===== src/rtl/uart_rx_pkg.sv =====
package uart_rx_pkg;
  typedef enum logic [2:0] {
    RX_WAIT_START,
    RX_CHECK_START,
    RX_SHIFT,
    RX_STOP,
    RX_WAIT_HIGH
  } rx_state_e;

  localparam int FLG_READY = 0;
  localparam int FLG_FRAME = 1;
  localparam int FLG_IDLE  = 2;
  localparam int FLG_W     = 3;

  localparam int CTL_MUTE  = 0;
  localparam int CTL_WADDR = 1;
  localparam int CTL_RIE   = 2;
  localparam int CTL_IIE   = 3;
  localparam int CTL_W     = 4;
endpackage


===== src/rtl/rx_line_sync.sv =====
module rx_line_sync #(
  parameter int STAGES = 2
) (
  input  logic clk,
  input  logic rst,
  input  logic d,
  output logic q
);
  logic [STAGES-1:0] sr;

  generate
    if (STAGES == 1) begin : g_one
      always_ff @(posedge clk) begin
        if (rst) sr <= 1'b1;
        else     sr <= d;
      end
    end else begin : g_many
      always_ff @(posedge clk) begin
        if (rst) sr <= '1;
        else     sr <= {sr[STAGES-2:0], d};
      end
    end
  endgenerate

  assign q = sr[STAGES-1];
endmodule


===== src/rtl/rx_framer.sv =====
module rx_framer
  import uart_rx_pkg::*;
#(
  parameter int DATA_W = 8,
  parameter int OVS    = 16
) (
  input  logic              clk,
  input  logic              rst,
  input  logic              tick,
  input  logic              line,
  output logic              done,
  output logic [DATA_W-1:0] word,
  output logic              stop_ok
);
  localparam int CNT_W = $clog2(OVS);
  localparam int BIT_W = (DATA_W > 1) ? $clog2(DATA_W) : 1;
  localparam logic [CNT_W-1:0] MID_C  = CNT_W'(OVS/2 - 1);
  localparam logic [CNT_W-1:0] LAST_C = CNT_W'(OVS - 1);
  localparam logic [BIT_W-1:0] TOP_C  = BIT_W'(DATA_W - 1);

  rx_state_e         state;
  logic [CNT_W-1:0]  cnt;
  logic [BIT_W-1:0]  bitn;
  logic [DATA_W-1:0] sh;

  always_ff @(posedge clk) begin
    if (rst) begin
      state   <= RX_WAIT_START;
      cnt     <= '0;
      bitn    <= '0;
      sh      <= '0;
      done    <= 1'b0;
      word    <= '0;
      stop_ok <= 1'b0;
    end else begin
      done <= 1'b0;
      if (tick) begin
        case (state)
          RX_WAIT_START: begin
            cnt <= '0;
            if (!line) state <= RX_CHECK_START;
          end
          RX_CHECK_START: begin
            if (cnt == MID_C) begin
              cnt  <= '0;
              bitn <= '0;
              state <= line ? RX_WAIT_START : RX_SHIFT;
            end else begin
              cnt <= cnt + 1'b1;
            end
          end
          RX_SHIFT: begin
            if (cnt == LAST_C) begin
              cnt <= '0;
              sh  <= {line, sh[DATA_W-1:1]};
              if (bitn == TOP_C) state <= RX_STOP;
              else               bitn  <= bitn + 1'b1;
            end else begin
              cnt <= cnt + 1'b1;
            end
          end
          RX_STOP: begin
            if (cnt == LAST_C) begin
              cnt     <= '0;
              done    <= 1'b1;
              word    <= sh;
              stop_ok <= line;
              state   <= line ? RX_WAIT_START : RX_WAIT_HIGH;
            end else begin
              cnt <= cnt + 1'b1;
            end
          end
          RX_WAIT_HIGH: begin
            if (line) state <= RX_WAIT_START;
          end
          default: state <= RX_WAIT_START;
        endcase
      end
    end
  end
endmodule


===== src/rtl/rx_idle_det.sv =====
module rx_idle_det #(
  parameter int DATA_W = 8,
  parameter int OVS    = 16
) (
  input  logic clk,
  input  logic rst,
  input  logic tick,
  input  logic line,
  output logic idle_hit
);
  localparam int IDLE_TICKS = (DATA_W + 2) * OVS;
  localparam int IW = $clog2(IDLE_TICKS + 1);
  localparam logic [IW-1:0] END_C = IW'(IDLE_TICKS - 1);

  logic [IW-1:0] cnt;
  logic          fired;

  always_ff @(posedge clk) begin
    if (rst) begin
      cnt      <= '0;
      fired    <= 1'b0;
      idle_hit <= 1'b0;
    end else begin
      idle_hit <= 1'b0;
      if (!line) begin
        cnt   <= '0;
        fired <= 1'b0;
      end else if (tick && !fired) begin
        if (cnt == END_C) begin
          cnt      <= '0;
          fired    <= 1'b1;
          idle_hit <= 1'b1;
        end else begin
          cnt <= cnt + 1'b1;
        end
      end
    end
  end
endmodule


===== src/rtl/rx_flag_ctl.sv =====
module rx_flag_ctl
  import uart_rx_pkg::*;
#(
  parameter int DATA_W = 8
) (
  input  logic              clk,
  input  logic              rst,
  input  logic              frame_done,
  input  logic [DATA_W-1:0] frame_word,
  input  logic              frame_stop_ok,
  input  logic              idle_hit,
  input  logic              ctrl_we,
  input  logic [CTL_W-1:0]  ctrl_wdata,
  input  logic              stat_rd,
  input  logic              data_rd,
  output logic [FLG_W-1:0]  flags_q,
  output logic [DATA_W-1:0] rdata_q,
  output logic              mute_q,
  output logic              irq_q
);
  logic [FLG_W-1:0] snap_q, set_v, clr_v, flags_n;
  logic waddr_q, rie_q, iie_q;
  logic waddr_n, rie_n, iie_n, mute_n, accept, irq_n;

  always_comb begin
    waddr_n = waddr_q;
    rie_n   = rie_q;
    iie_n   = iie_q;
    mute_n  = mute_q;
    set_v   = '0;
    clr_v   = data_rd ? snap_q : '0;
    accept  = frame_done && (!mute_q || (waddr_q && frame_word[DATA_W-1]));
    if (accept) begin
      set_v[FLG_READY] = 1'b1;
      set_v[FLG_FRAME] = !frame_stop_ok;
      mute_n           = 1'b0;
    end
    if (idle_hit) begin
      if (!mute_q)       set_v[FLG_IDLE] = 1'b1;
      else if (!waddr_q) mute_n = 1'b0;
    end
    if (ctrl_we) begin
      mute_n  = ctrl_wdata[CTL_MUTE];
      waddr_n = ctrl_wdata[CTL_WADDR];
      rie_n   = ctrl_wdata[CTL_RIE];
      iie_n   = ctrl_wdata[CTL_IIE];
    end
    flags_n = (flags_q & ~clr_v) | set_v;
    irq_n   = !mute_n && ((flags_n[FLG_READY] && rie_n) || (flags_n[FLG_IDLE] && iie_n));
  end

  always_ff @(posedge clk) begin
    if (rst) begin
      flags_q <= '0;
      snap_q  <= '0;
      rdata_q <= '0;
      mute_q  <= 1'b0;
      waddr_q <= 1'b0;
      rie_q   <= 1'b0;
      iie_q   <= 1'b0;
      irq_q   <= 1'b0;
    end else begin
      flags_q <= flags_n;
      mute_q  <= mute_n;
      waddr_q <= waddr_n;
      rie_q   <= rie_n;
      iie_q   <= iie_n;
      irq_q   <= irq_n;
      if (accept)       rdata_q <= frame_word;
      if (stat_rd)      snap_q  <= flags_q;
      else if (data_rd) snap_q  <= '0;
    end
  end
endmodule


===== src/rtl/uart_rx_mute.sv =====
module uart_rx_mute
  import uart_rx_pkg::*;
#(
  parameter int DATA_W      = 8,
  parameter int OVS         = 16,
  parameter int SYNC_STAGES = 2
) (
  input  logic              clk,
  input  logic              rst,
  input  logic              tick16,
  input  logic              rxd,
  input  logic              ctrl_we,
  input  logic [3:0]        ctrl_wdata,
  input  logic              stat_rd,
  input  logic              data_rd,
  output logic [2:0]        stat_q,
  output logic [DATA_W-1:0] data_q,
  output logic              muted,
  output logic              irq
);
  logic              line_s;
  logic              frame_done;
  logic [DATA_W-1:0] frame_word;
  logic              frame_stop_ok;
  logic              idle_hit;

  rx_line_sync #(.STAGES(SYNC_STAGES)) u_sync (
    .clk(clk), .rst(rst), .d(rxd), .q(line_s)
  );

  rx_framer #(.DATA_W(DATA_W), .OVS(OVS)) u_framer (
    .clk(clk), .rst(rst), .tick(tick16), .line(line_s),
    .done(frame_done), .word(frame_word), .stop_ok(frame_stop_ok)
  );

  rx_idle_det #(.DATA_W(DATA_W), .OVS(OVS)) u_idle (
    .clk(clk), .rst(rst), .tick(tick16), .line(line_s), .idle_hit(idle_hit)
  );

  rx_flag_ctl #(.DATA_W(DATA_W)) u_flags (
    .clk(clk), .rst(rst),
    .frame_done(frame_done), .frame_word(frame_word), .frame_stop_ok(frame_stop_ok),
    .idle_hit(idle_hit),
    .ctrl_we(ctrl_we), .ctrl_wdata(ctrl_wdata),
    .stat_rd(stat_rd), .data_rd(data_rd),
    .flags_q(stat_q), .rdata_q(data_q), .mute_q(muted), .irq_q(irq)
  );
endmodule


===== config.mk =====
export PLATFORM = sky130hd
export DESIGN_NAME = uart_rx_mute
export DESIGN_NICKNAME = d
export VERILOG_FILES = /design/src/rtl/uart_rx_pkg.sv /design/src/rtl/rx_line_sync.sv /design/src/rtl/rx_framer.sv /design/src/rtl/rx_idle_det.sv /design/src/rtl/rx_flag_ctl.sv /design/src/rtl/uart_rx_mute.sv
export SDC_FILE = /design/constraint.sdc
export NUM_CORES = 1
export LEC_CHECK = 0
export ABC_AREA = 1
export CORE_UTILIZATION = 50
export DETAILED_ROUTE_END_ITERATION = 12
export PLACE_DENSITY = 0.7
export SLEW_MARGIN = 5
export SYNTH_ARGS = -nofsm -noshare
export SYNTH_HDL_FRONTEND = slang
export SYNTH_SLANG_ARGS = --single-unit
export TNS_END_PERCENT = 1

===== constraint.sdc =====
create_clock -name clk -period 1.9 [get_ports clk]
set_input_delay 0.38 -clock clk [delete_from_list [all_inputs] [get_ports clk]]
set_output_delay 0.38 -clock clk [all_outputs]
set_load 0.05 [all_outputs]

Word level (Yosys, flattened, before mapping)
Index checks and enable logic that the tools add are counted. Widths: inputs -> output; s select.

Add/subtract/negate cells: 3. $mul: 0. Div/mod/pow operators: 0. Magnitude comparators: 0. Equality and inequality tests: 15. Shift operators: 0. Multiplexer cells: 32. Bitwise logic cells: 7. Reductions and logical operators: 26.

Operators with widths (count): $mux 3 (13); $pmux 3 s5 (1); $pmux 4 s3 (1); $mux 1 (11); $add 8x1->8 const B (1); $eq 8x8->1 const B (1); $mux 4 (2); $mux 8 (1); $ne 2x1->1 const B (4); $reduce_and 7->1 (1); $eq 3x2->1 const B (2); $eq 3x3->1 const B (2); $logic_and 1x1->1 (6); $ne 2x2->1 const B (3); $pmux 3 s2 (1); $reduce_and 3->1 (2); $reduce_or 3->1 (2); $reduce_and 5->1 (1); $add 4x1->4 const B (1); $eq 4x3->1 const B (1); $eq 4x4->1 const B (1); $logic_not 1->1 (4); $mux 2 (2); $not 1->1 (4); 11 further kinds (15).

Register bits: 59. Bits in latches: 0. Memory bits (writable): 0. Memory bits (read-only): 0. Input port bits: 11. Output and inout port bits: 13. Logic and storage cells: 102. Memories: 0.

Depth between registers and ports, before layout
Gate-level depths: netlist of run 1.

Depth in word-level cells: 10. Gate-level depth with buffers: 10. Mapped depth without buffers: 10.

Modules after synthesis
A second synthesis of run 1 with hierarchy kept.

Cells, all modules: 345. Area total of the unflattened synthesis: 2501.1 um2.

By module, submodules not included: rx_framer (instances 1, cells an instance 172, area an instance 1221.2 um2, seq. area each 560.5 um2); rx_flag_ctl (instances 1, cells an instance 96, area an instance 718.2 um2, seq. area each 380.4 um2); rx_idle_det (instances 1, cells an instance 70, area an instance 503.0 um2, seq. area each 200.2 um2); rx_line_sync (instances 1, cells an instance 7, area an instance 58.8 um2, seq. area each 40.0 um2).

Worst setup path after synthesis of run 1
No wires, ideal clock.

Path kind: reg2reg. From: register u_flags.mute_q. To: register u_flags.irq_q. Setup time: 0.116 ns. Data arrival time: 1.254 ns. Data required time: 1.784 ns. Setup slack: 0.530 ns. Stages on the path, launching flop included: 7. Path buffers: 1. Clock period less this slack: 1.370 ns. Cells stage by stage: dfxtp_1 -> nand2_1 -> nand2_1 -> buf_2 -> o2111ai_1 -> nand3_1 -> a21oi_1.

Cells in the longest elaborated chain, start to end: 10. Elaborated cells between the ends (all ways): 17. Those cells by class: mux (8); bitwise (1); reduce/logical (8).

Ends and longest elaborated chain: start, declared (RTL line rx_flag_ctl.sv:18) `output logic mute_q,`; start signal, assigned (RTL line rx_flag_ctl.sv:64) `mute_q <= mute_n;`; $logic_not 1->1 (RTL line rx_flag_ctl.sv:32) `accept = frame_done && (!mute_q || (waddr_q && frame_word[DATA_W-1]));`; $logic_or 1x1->1 (RTL line rx_flag_ctl.sv:32); $logic_and 1x1->1 (RTL line rx_flag_ctl.sv:32); $mux 1 (RTL line rx_flag_ctl.sv:33) `if (accept) begin`; $mux 1 (RTL line rx_flag_ctl.sv:40) `else if (!waddr_q) mute_n = 1'b0;`; $mux 1 (RTL line rx_flag_ctl.sv:39) `if (!mute_q) set_v[FLG_IDLE] = 1'b1;`; $mux 1 (RTL line rx_flag_ctl.sv:38) `if (idle_hit) begin`; $mux 1 (RTL line rx_flag_ctl.sv:42) `if (ctrl_we) begin`; $logic_not 1->1 (RTL line rx_flag_ctl.sv:49) `irq_n = !mute_n && ((flags_n[FLG_READY] && rie_n) || (flags_n[FLG_IDLE] && iie_n));`; $logic_and 1x1->1 * (RTL line rx_flag_ctl.sv:49); end signal, assigned (RTL line rx_flag_ctl.sv:68) `irq_q <= irq_n;`; end, declared (RTL line rx_flag_ctl.sv:19) `output logic irq_q`.

Mark *: on every way between the ends. The rest lies on a longest branch, timed or not. A chain may end at the register's enable or synchronous reset.

Worst setup path after layout of run 1
From: register u_flags.flags_q[0]. To: output port stat_q[0].

RTL lines: start, declared (RTL line rx_flag_ctl.sv:16) `output logic [FLG_W-1:0] flags_q,`; start signal, assigned (RTL line rx_flag_ctl.sv:63) `flags_q <= flags_n;`; end, declared (RTL line uart_rx_mute.sv:16) `output logic [2:0] stat_q,`.

No word-level cell between the ends.

==> summary.md, run 1 <==
| Metric | Value |
|---|---|
| Fmax | `536 MHz` |
| Wirelength per Cell | `10.4 um` |
| All-Layer GR Usage | `18.5%` |
| Power Density | `1030 nW/um^2` |
| Largest family of logic cells by synthesized area | `simple AND/OR/NAND/NOR gates` |
| Met2 Usage GRT | `between 20% and 30%` |
| CTS sink cnt | `59` |
| Postcts setup bufs | `0` |
| Leak | `1.20 nW` |
| Io pins | `24` |
| R2R setup slack | `0.31 ns` |
| Worst EP arrival | `1.49 ns` |
| Worst clock skew | `0.00670 ns` |
| Antenna viol nets, final | `0` |
| Min-delay src | `u_sync.sr[0]` |
| XOR/XNOR Fraction of Synth Area | `~1.1%` |
| Sequential share of the synthesized area | `48.8%` |
| DR iter-0 viols | `61` |
| GR Util met3 | `between 6 and 7%` |
| CP delay by family, top | `buffers and inverters` |
| Commonest cells after routing, fill and taps aside | `nor2_1 (78), dfxtp_1 (59), nand2_1 (54), o21ai_0 (29), inv_1 (26)` |
| Net Sw Frac | `a little over a quarter` |
| Pint | `roughly 2.2 mW` |
| Num CTS Buffers | `9` |
| Row Count | `24` |
| Syn Nets | `343` |
| Outcome | `complete, no violations` |
| Hold Buf Count CTS | `0` |
| Reg-to-reg endpoint | `u_framer.word[1]` |
| Reg clk slew, reported paths | `0.06 ns` |
| Dpl hpwl | `3050 um` |
| Worst-Skew Late Latency | `0.34 ns` |
| Slowest-stage cell, CP | `clkdlybuf4s50_1` |
| RSZ-0062 raised after global routing | `false` |
| Gr ovfl total | `0` |
| Final setup violation count | `0` |
| Final Hold Vio Count | `0` |
| Fraction of power consumed by combinational cells | `14.5%` |
| Clock share of power | `42.1%` |
| Slowest cell delay on critical path | `just over 0.8 ns` |
| WL final | `~4400 um` |
| Slew Limit Headroom | `between 50% and 60%` |
| Placed Cells | `403` |
| Asr flop ratio synth | `0%` |
| Max-Cap Viols | `0` |
| Crit path time final | `1.87 ns` |
| Most used flip-flop cell after synthesis | `dfxtp_1` |
| Die X | `71.6 um` |
| M1 GR Usage | `approximately a quarter` |
| Worst Tran Pin Value | `0.724 ns` |
| Post-Layout Inst Area | `2960 um^2` |
| DIE HEIGHT | `71.6 um` |
| Critical path, cell by cell | `clkdlybuf4s50_1` |
| Worst vdd ir | `0.573 mV` |
| Worst Setup End Kind | `output pin` |
| CTS tree | `yes` |
| Final period util | `a little over nine tenths` |
| Adder-Cell Fraction of Synth Area | `2.07%` |
| Syn avg cell area | `7.37 um^2` |
| Post-Synth Simple-Gate Area | `29.1%` |
| HP Class | `reg2reg` |
| ANT cells | `0` |
| Core Footprint | `4500 um^2` |
| Largest area contributor in the netlist | `dfxtp_1` |
| Gpl congestion | `between 0.8 and 0.9` |
| Antenna violations before repair | `0` |
| Worst Path Required | `1.52 ns` |
| Synth top area share | `48.8%` |
| Via density | `4.94` |
| Post-synth EDFFs | `0` |
| Synth cell types | `31` |
| Hold Path Depth | `1` |
| H-tree levels | `3` |
| Vias in the first global route | `1747` |
| Post-synthesis compound-gate area fraction | `12.3%` |
| Critical path class | `reg2out` |
| Commonest non-fill, non-tap cell in the layout | `nor2_1` |
| Mapped cell area | `2420 um^2` |
| Via count | `2069` |
| Syn Inst Count | `328` |
| Critical path peak fanout | `3` |
| DP Area | `2730 um^2` |
| Sequential power share | `43.4%` |
| Multiplexer share of the synthesized area | `less than 1%` |
| R2r worst-path depth | `6` |
| Fillcell total | `397` |
| Post-synthesis register bit count | `between 50 and 60` |
| Layout Nets | `about 380` |
| End of the worst hold path | `u_sync.sr[1]` |
| Top area cells in the synthesized netlist | `dfxtp_1 (49%), nor2_1 (12%), nand2_1 (8.4%)` |
| NetSw | `0.819 mW` |
| First-pass GRT wire length | `7360 um` |
| First-pass iteration count of the detailed router | `4` |
| Cts repair resizes | `0` |
| Residual DRC | `0` |
| R2R Path Start | `u_framer.cnt[0]` |
| CTS root buffer | `clkbuf_8` |
| Synth warn | `0` |
| Initial Utilization | `53.7%` |
| Layout cells sized above 1 | `a little under an eighth` |
| Critical path startpoint category | `flop` |
| Layout overhead on the synthesized area | `22.6%` |
| Post-Layout Cell Count | `419` |
| Final slew viol count | `0` |
| Die footprint | `between 5000 and 6000 um^2` |
| CP bufs+invs | `1` |
| Clock Tree Buf Depth | `2` |
| Largest net degree at the start of global routing | `33` |
| Gr busiest metal | `met2` |
| Port Buf Inserts | `23` |
-- area by class of cell --
| class | instances | area [um^2] | area share [%] |
|---|---|---|---|
| Multi-Input combinational cell | 230 | 1090 | 36.7 |
| Timing Repair Buffer | 30 | 283 | 9.54 |
| Clock buffer | 12 | 155 | 5.23 |
| Sequential cell | 59 | 1180 | 39.8 |
| Tap cell | 52 | 65.1 | 2.20 |
| Clock inverter | 4 | 72.6 | 2.45 |
| Inverter | 32 | 120 | 4.05 |
-- kinds of logic after synthesis --
logic type,count (synthesis)
muxes,1
AOI/OAI and AO/OA,56
buffers and inverters,39
and+or+nand+nor,166
DFF,59
xor gates and xnor gates,3
adders and majority gates,4
-- worst max path at each step --
stage / start / endpoint / slack, ns / cells past startpoint
5_1_grt: u_flags.flags_q[0] / stat_q[0] / 0.0009 / 1
4_1_cts: u_flags.flags_q[2] / stat_q[2] / 0.01 / 1
3_3_place_gp: tick16 / u_framer.word[2] / -0.001 / 7
6_report: u_flags.flags_q[0] / stat_q[0] / 0.03 / 1
3_5_place_dp: tick16 / u_framer.word[1] / -0.03 / 6
2_1_floorplan: u_flags.mute_q / u_flags.irq_q / 0.53 / 6
-- power by group through the flow --
| stage | clock network (mW) | logic [mW] | registers [mW] |
|---|---|---|---|
| 3_5_place_dp | 0 | 0.440 | 1.36 |
| 6_report | 1.29 | 0.446 | 1.33 |
| 2_1_floorplan | 0 | 0.336 | 1.35 |
| 5_1_grt | 1.37 | 0.518 | 1.33 |
| 4_1_cts | 1.31 | 0.443 | 1.33 |
| 3_3_place_gp | 0 | 0.437 | 1.36 |
-- layer usage --
metal	wire length [um]	part of all wire (%)
met3	195	4.5
met2	1770	40
met4	100	2.3
met1	2310	53
met5	0	0
-- metrics by stage --
step	setup TNS, ns	util [%]	hold WS (ns)	total power [mW]	worst slack, ns
after global placement	-0.000991	60.6	0.394	1.79	-0.000991
after floorplan	0	-	0.389	1.68	0.530
after CTS	0	65.7	0.416	3.09	0.0104
final	0	65.8	0.409	3.06	0.0338
after global routing	0	65.8	0.438	3.22	0.000877
after detailed placement	-0.0408	60.6	0.402	1.79	-0.0314
-- flip-flops by register name, summed over array words and instances, names as in the netlist --
signal	flops
u_flags.flags_q	3
u_flags.iie_q	1
u_flags.irq_q	1
u_flags.mute_q	1
u_flags.rdata_q	8
u_flags.rie_q	1
u_flags.snap_q	3
u_flags.waddr_q	1
u_framer.bitn	3
u_framer.cnt	4
u_framer.done	1
u_framer.sh	8
u_framer.state	3
u_framer.stop_ok	1
u_framer.word	8
u_idle.cnt	8
u_idle.fired	1
u_idle.idle_hit	1
u_sync.sr	2
-- cell usage after synthesis, types with 2 or more instances --
| cell | number |
|---|---|
| a21oi_1 | 20 |
| buf_2 | 3 |
| clkbuf_1 | 3 |
| dfxtp_1 | 59 |
| ha_1 | 4 |
| inv_1 | 26 |
| inv_2 | 5 |
| nand2_1 | 54 |
| nand2_2 | 2 |
| nand3_1 | 13 |
| nand3_2 | 2 |
| nand4_1 | 3 |
| nor2_1 | 78 |
| nor2_2 | 3 |
| nor2_4 | 2 |
| nor3_1 | 5 |
| o21ai_0 | 29 |
| or2_2 | 3 |
| xor2_1 | 2 |
No activity file was read; power rests on OpenSTA's default activity.
==> inputs of run 2 (changes only) <==
CTS_CLUSTER_SIZE = 20   (was not set)
DONT_BUFFER_PORTS = 1   (was not set)
PLACE_DENSITY = 0.64   (was 0.7)
SYNTH_HIERARCHICAL = 1   (was not set)
==> summary.md, run 2 <==
| Metric | Value |
|---|---|
| Outcome | `complete, no violations` |
| Initial Utilization | `a little over half` |
| Syn Inst Count | `345` |
| Reg clk slew, reported paths | `around 0.07 ns` |
| Wirelength per Cell | `10.5 um` |
| Synth warn | `6` |
| Largest net degree at the start of global routing | `26` |
| DIE HEIGHT | `between 70 and 80 um` |
| Utilization after layout | `roughly 59%` |
| Worst vdd ir | `0.650 mV` |
| Commonest cells in the netlist | `nor2_1 (84), nand2_1 (74), dfxtp_1 (59), o21ai_0 (28), inv_1 (27)` |
| Core Footprint | `between 4000 and 5000 um^2` |
| Sequential power share | `44.7%` |
| Final Hold Vio Count | `0` |
| Clock Tree Buf Depth | `2` |
| Via density | `4.80` |
| Cts repair resizes | `0` |
| Asr flop ratio synth | `0%` |
| CP bufs+invs | `1` |
| Top area cells in the synthesized netlist | `dfxtp_1 (47%), nor2_1 (13%), nand2_1 (11%)` |
| Hold Buf Count CTS | `0` |
| Critical path class | `reg2reg` |
| Synth cell types | `27` |
| Commonest cells after routing, fill and taps aside | `nor2_1 (84), nand2_1 (74), dfxtp_1 (59), o21ai_0 (28), inv_1 (27)` |
| Port Buf Inserts | `0` |
| Worst-Skew Late Latency | `0.34 ns` |
| H-tree levels | `3` |
| Residual DRC | `0` |
| Worst Setup End Kind | `flop` |
| Slowest cell delay on critical path | `0.35 ns` |
| Worst clock skew | `0.00587 ns` |
| Slowest-stage cell, CP | `dfxtp_1` |
| Row Count | `25` |
| Syn Nets | `360` |
| Final slew viol count | `0` |
| Sequential Area | `1180 um^2` |
| Most used cell, CP | `nor2_1` |
| Postcts setup bufs | `0` |
| Fillcell total | `478` |
| Num CTS Buffers | `9` |
| Die footprint | `5290 um^2` |
| Syn avg cell area | `a little over 7 um^2` |
| Power Density | `1060 nW/um^2` |
| Layout cells sized above 1 | `10.9%` |
| Antenna viol nets, final | `0` |
| Die X | `roughly 73 um` |
| DR iter-0 viols | `slightly below 80` |
| RSZ-0062 raised after global routing | `false` |
| Vias in the first global route | `1758` |
| Antenna violations before repair | `0` |
| Io pins | `24` |
| Max-Cap Viols | `0` |
| Multi-input gate area | `1170 um^2` |
| Layout Nets | `367` |
| CTS tree | `yes` |
| R2R setup slack | `0.28 ns` |
| Dpl hpwl | `3050 um` |
| Clock share of power | `44.6%` |
| ANT cells | `0` |
| HP Class | `in2reg` |
| Layout overhead on the synthesized area | `11.7%` |
| Slew Limit Headroom | `56.8%` |
| CTS root buffer | `clkbuf_8` |
| Synth top area share | `47.2%` |
| Most used flip-flop cell after synthesis | `dfxtp_1` |
| Final setup violation count | `0` |
| Crit path time final | `1.62 ns` |
| Leak | `1.14 nW` |
| Gpl congestion | `between 0.7 and 0.8` |
| Setup TNS | `0 ns` |
| Fraction of power consumed by combinational cells | `10.7%` |
| Sequential share of the synthesized area | `47.2%` |
| Pint | `2.24 mW` |
| Most frequent cell after synthesis | `nor2_1` |
| Worst Tran Pin Value | `0.648 ns` |
| WL final | `4460 um` |
| Net Sw Frac | `24.5%` |
| Worst EP arrival | `between 1.5 and 2 ns` |
| Post-synthesis register bit count | `59` |
| NetSw | `0.729 mW` |
| All-Layer GR Usage | `18.6%` |
| Largest area contributor in the netlist | `dfxtp_1` |
| Critical path peak fanout | `11` |
| Final period util | `85.5%` |
| First-pass iteration count of the detailed router | `4` |
| First-pass GRT wire length | `around 7400 um` |
| Critical path, cell by cell | `ha_1 -> nand3_1 -> nor2_1 -> nand2_1 -> inv_1 -> nor2_1 -> nor2_1` |
| Gr ovfl total | `0` |
| Commonest non-fill, non-tap cell in the layout | `nor2_1` |
| Post-synth EDFFs | `0` |
| Mapped cell area | `2500 um^2` |
| Via count | `2035` |
| Critical path startpoint category | `flop` |
| Worst Path Required | `2.18 ns` |
| Fmax | `616 MHz` |
| CP delay by family, top | `simple AND/OR/NAND/NOR gates` |
| CTS sink cnt | `59` |
-- run 2: routing by layer --
metal	vias to the layer above	GRT usage, %	routed length, um
met5	-	0	0
met4	0	9.80	70
met3	9	7.18	258
met2	39	29.3	2010
met1	886	22.0	2130
li1	1101	-	-
-- run 2: logic make-up (layout without fill, tap and decap cells) --
kind of cell / count (synthesis) / count (layout) / share of synthesized area [%]
compound gates: 49 / 49 / 10.1
xor+xnor: 3 / 3 / 1.05
fa+ha+maj: 4 / 4 / 2.00
buf+inv: 35 / 47 / 6.00
flops: 59 / 59 / 47.2
simple gates: 195 / 195 / 33.6
-- run 2: path summary, 6_finish.rpt --
path,endpoint,cells past startpoint,startpoint
worst min register to register,u_sync/sr[1],2,u_sync/sr[0]
worst min-delay path,u_flags/flags_q[1],1,rst
worst max-delay path,u_framer/word[6],7,u_framer/cnt[0]
worst max register to register,u_framer/word[6],7,u_framer/cnt[0]
-- run 2: cell type report --
cell class                      count  share of cell area (%)
Clock buffer                       13                    6.05
Clock inverter                      3                    2.46
Inverter                           30                    4.08
Multi-Input combinational cell    251                    41.9
Sequential cell                    59                    42.3
Tap cell                           67                    3.00
Timing Repair Buffer                1                   0.269
-- run 2: stage by stage --
| step | area [um^2] | power [mW] | hold slack, ns | std cells | setup WS (ns) |
|---|---|---|---|---|---|
| finish | 2790 | 2.97 | 0.106 | 424 | 0.276 |
| global route | 2790 | 3.11 | 0.0922 | 424 | 0.0730 |
| CTS | 2790 | 3.00 | 0.0904 | 424 | 0.246 |
| detailed placement | 2560 | 1.67 | 0.394 | 408 | 0.253 |
| global placement | 2560 | 1.67 | 0.391 | 408 | 0.338 |
| floorplan | 2500 | 1.62 | 0.387 | 345 | 0.595 |
-- run 2: power groups by stage --
stage / Clock [mW] / Sequential, mW / Combinational [mW]
global placement: 0 / 1.35 / 0.315
detailed placement: 0 / 1.35 / 0.318
floorplan: 0 / 1.35 / 0.269
global route: 1.40 / 1.33 / 0.371
finish: 1.32 / 1.33 / 0.318
CTS: 1.35 / 1.32 / 0.320
-- run 2: worst reg2reg max path: stages (launching register included) --
cell     delay, ns
dfxtp_1       0.35
ha_1          0.22
nand3_1       0.14
nor2_1        0.17
nand2_1       0.26
inv_1         0.28
nor2_1        0.06
nor2_1        0.09
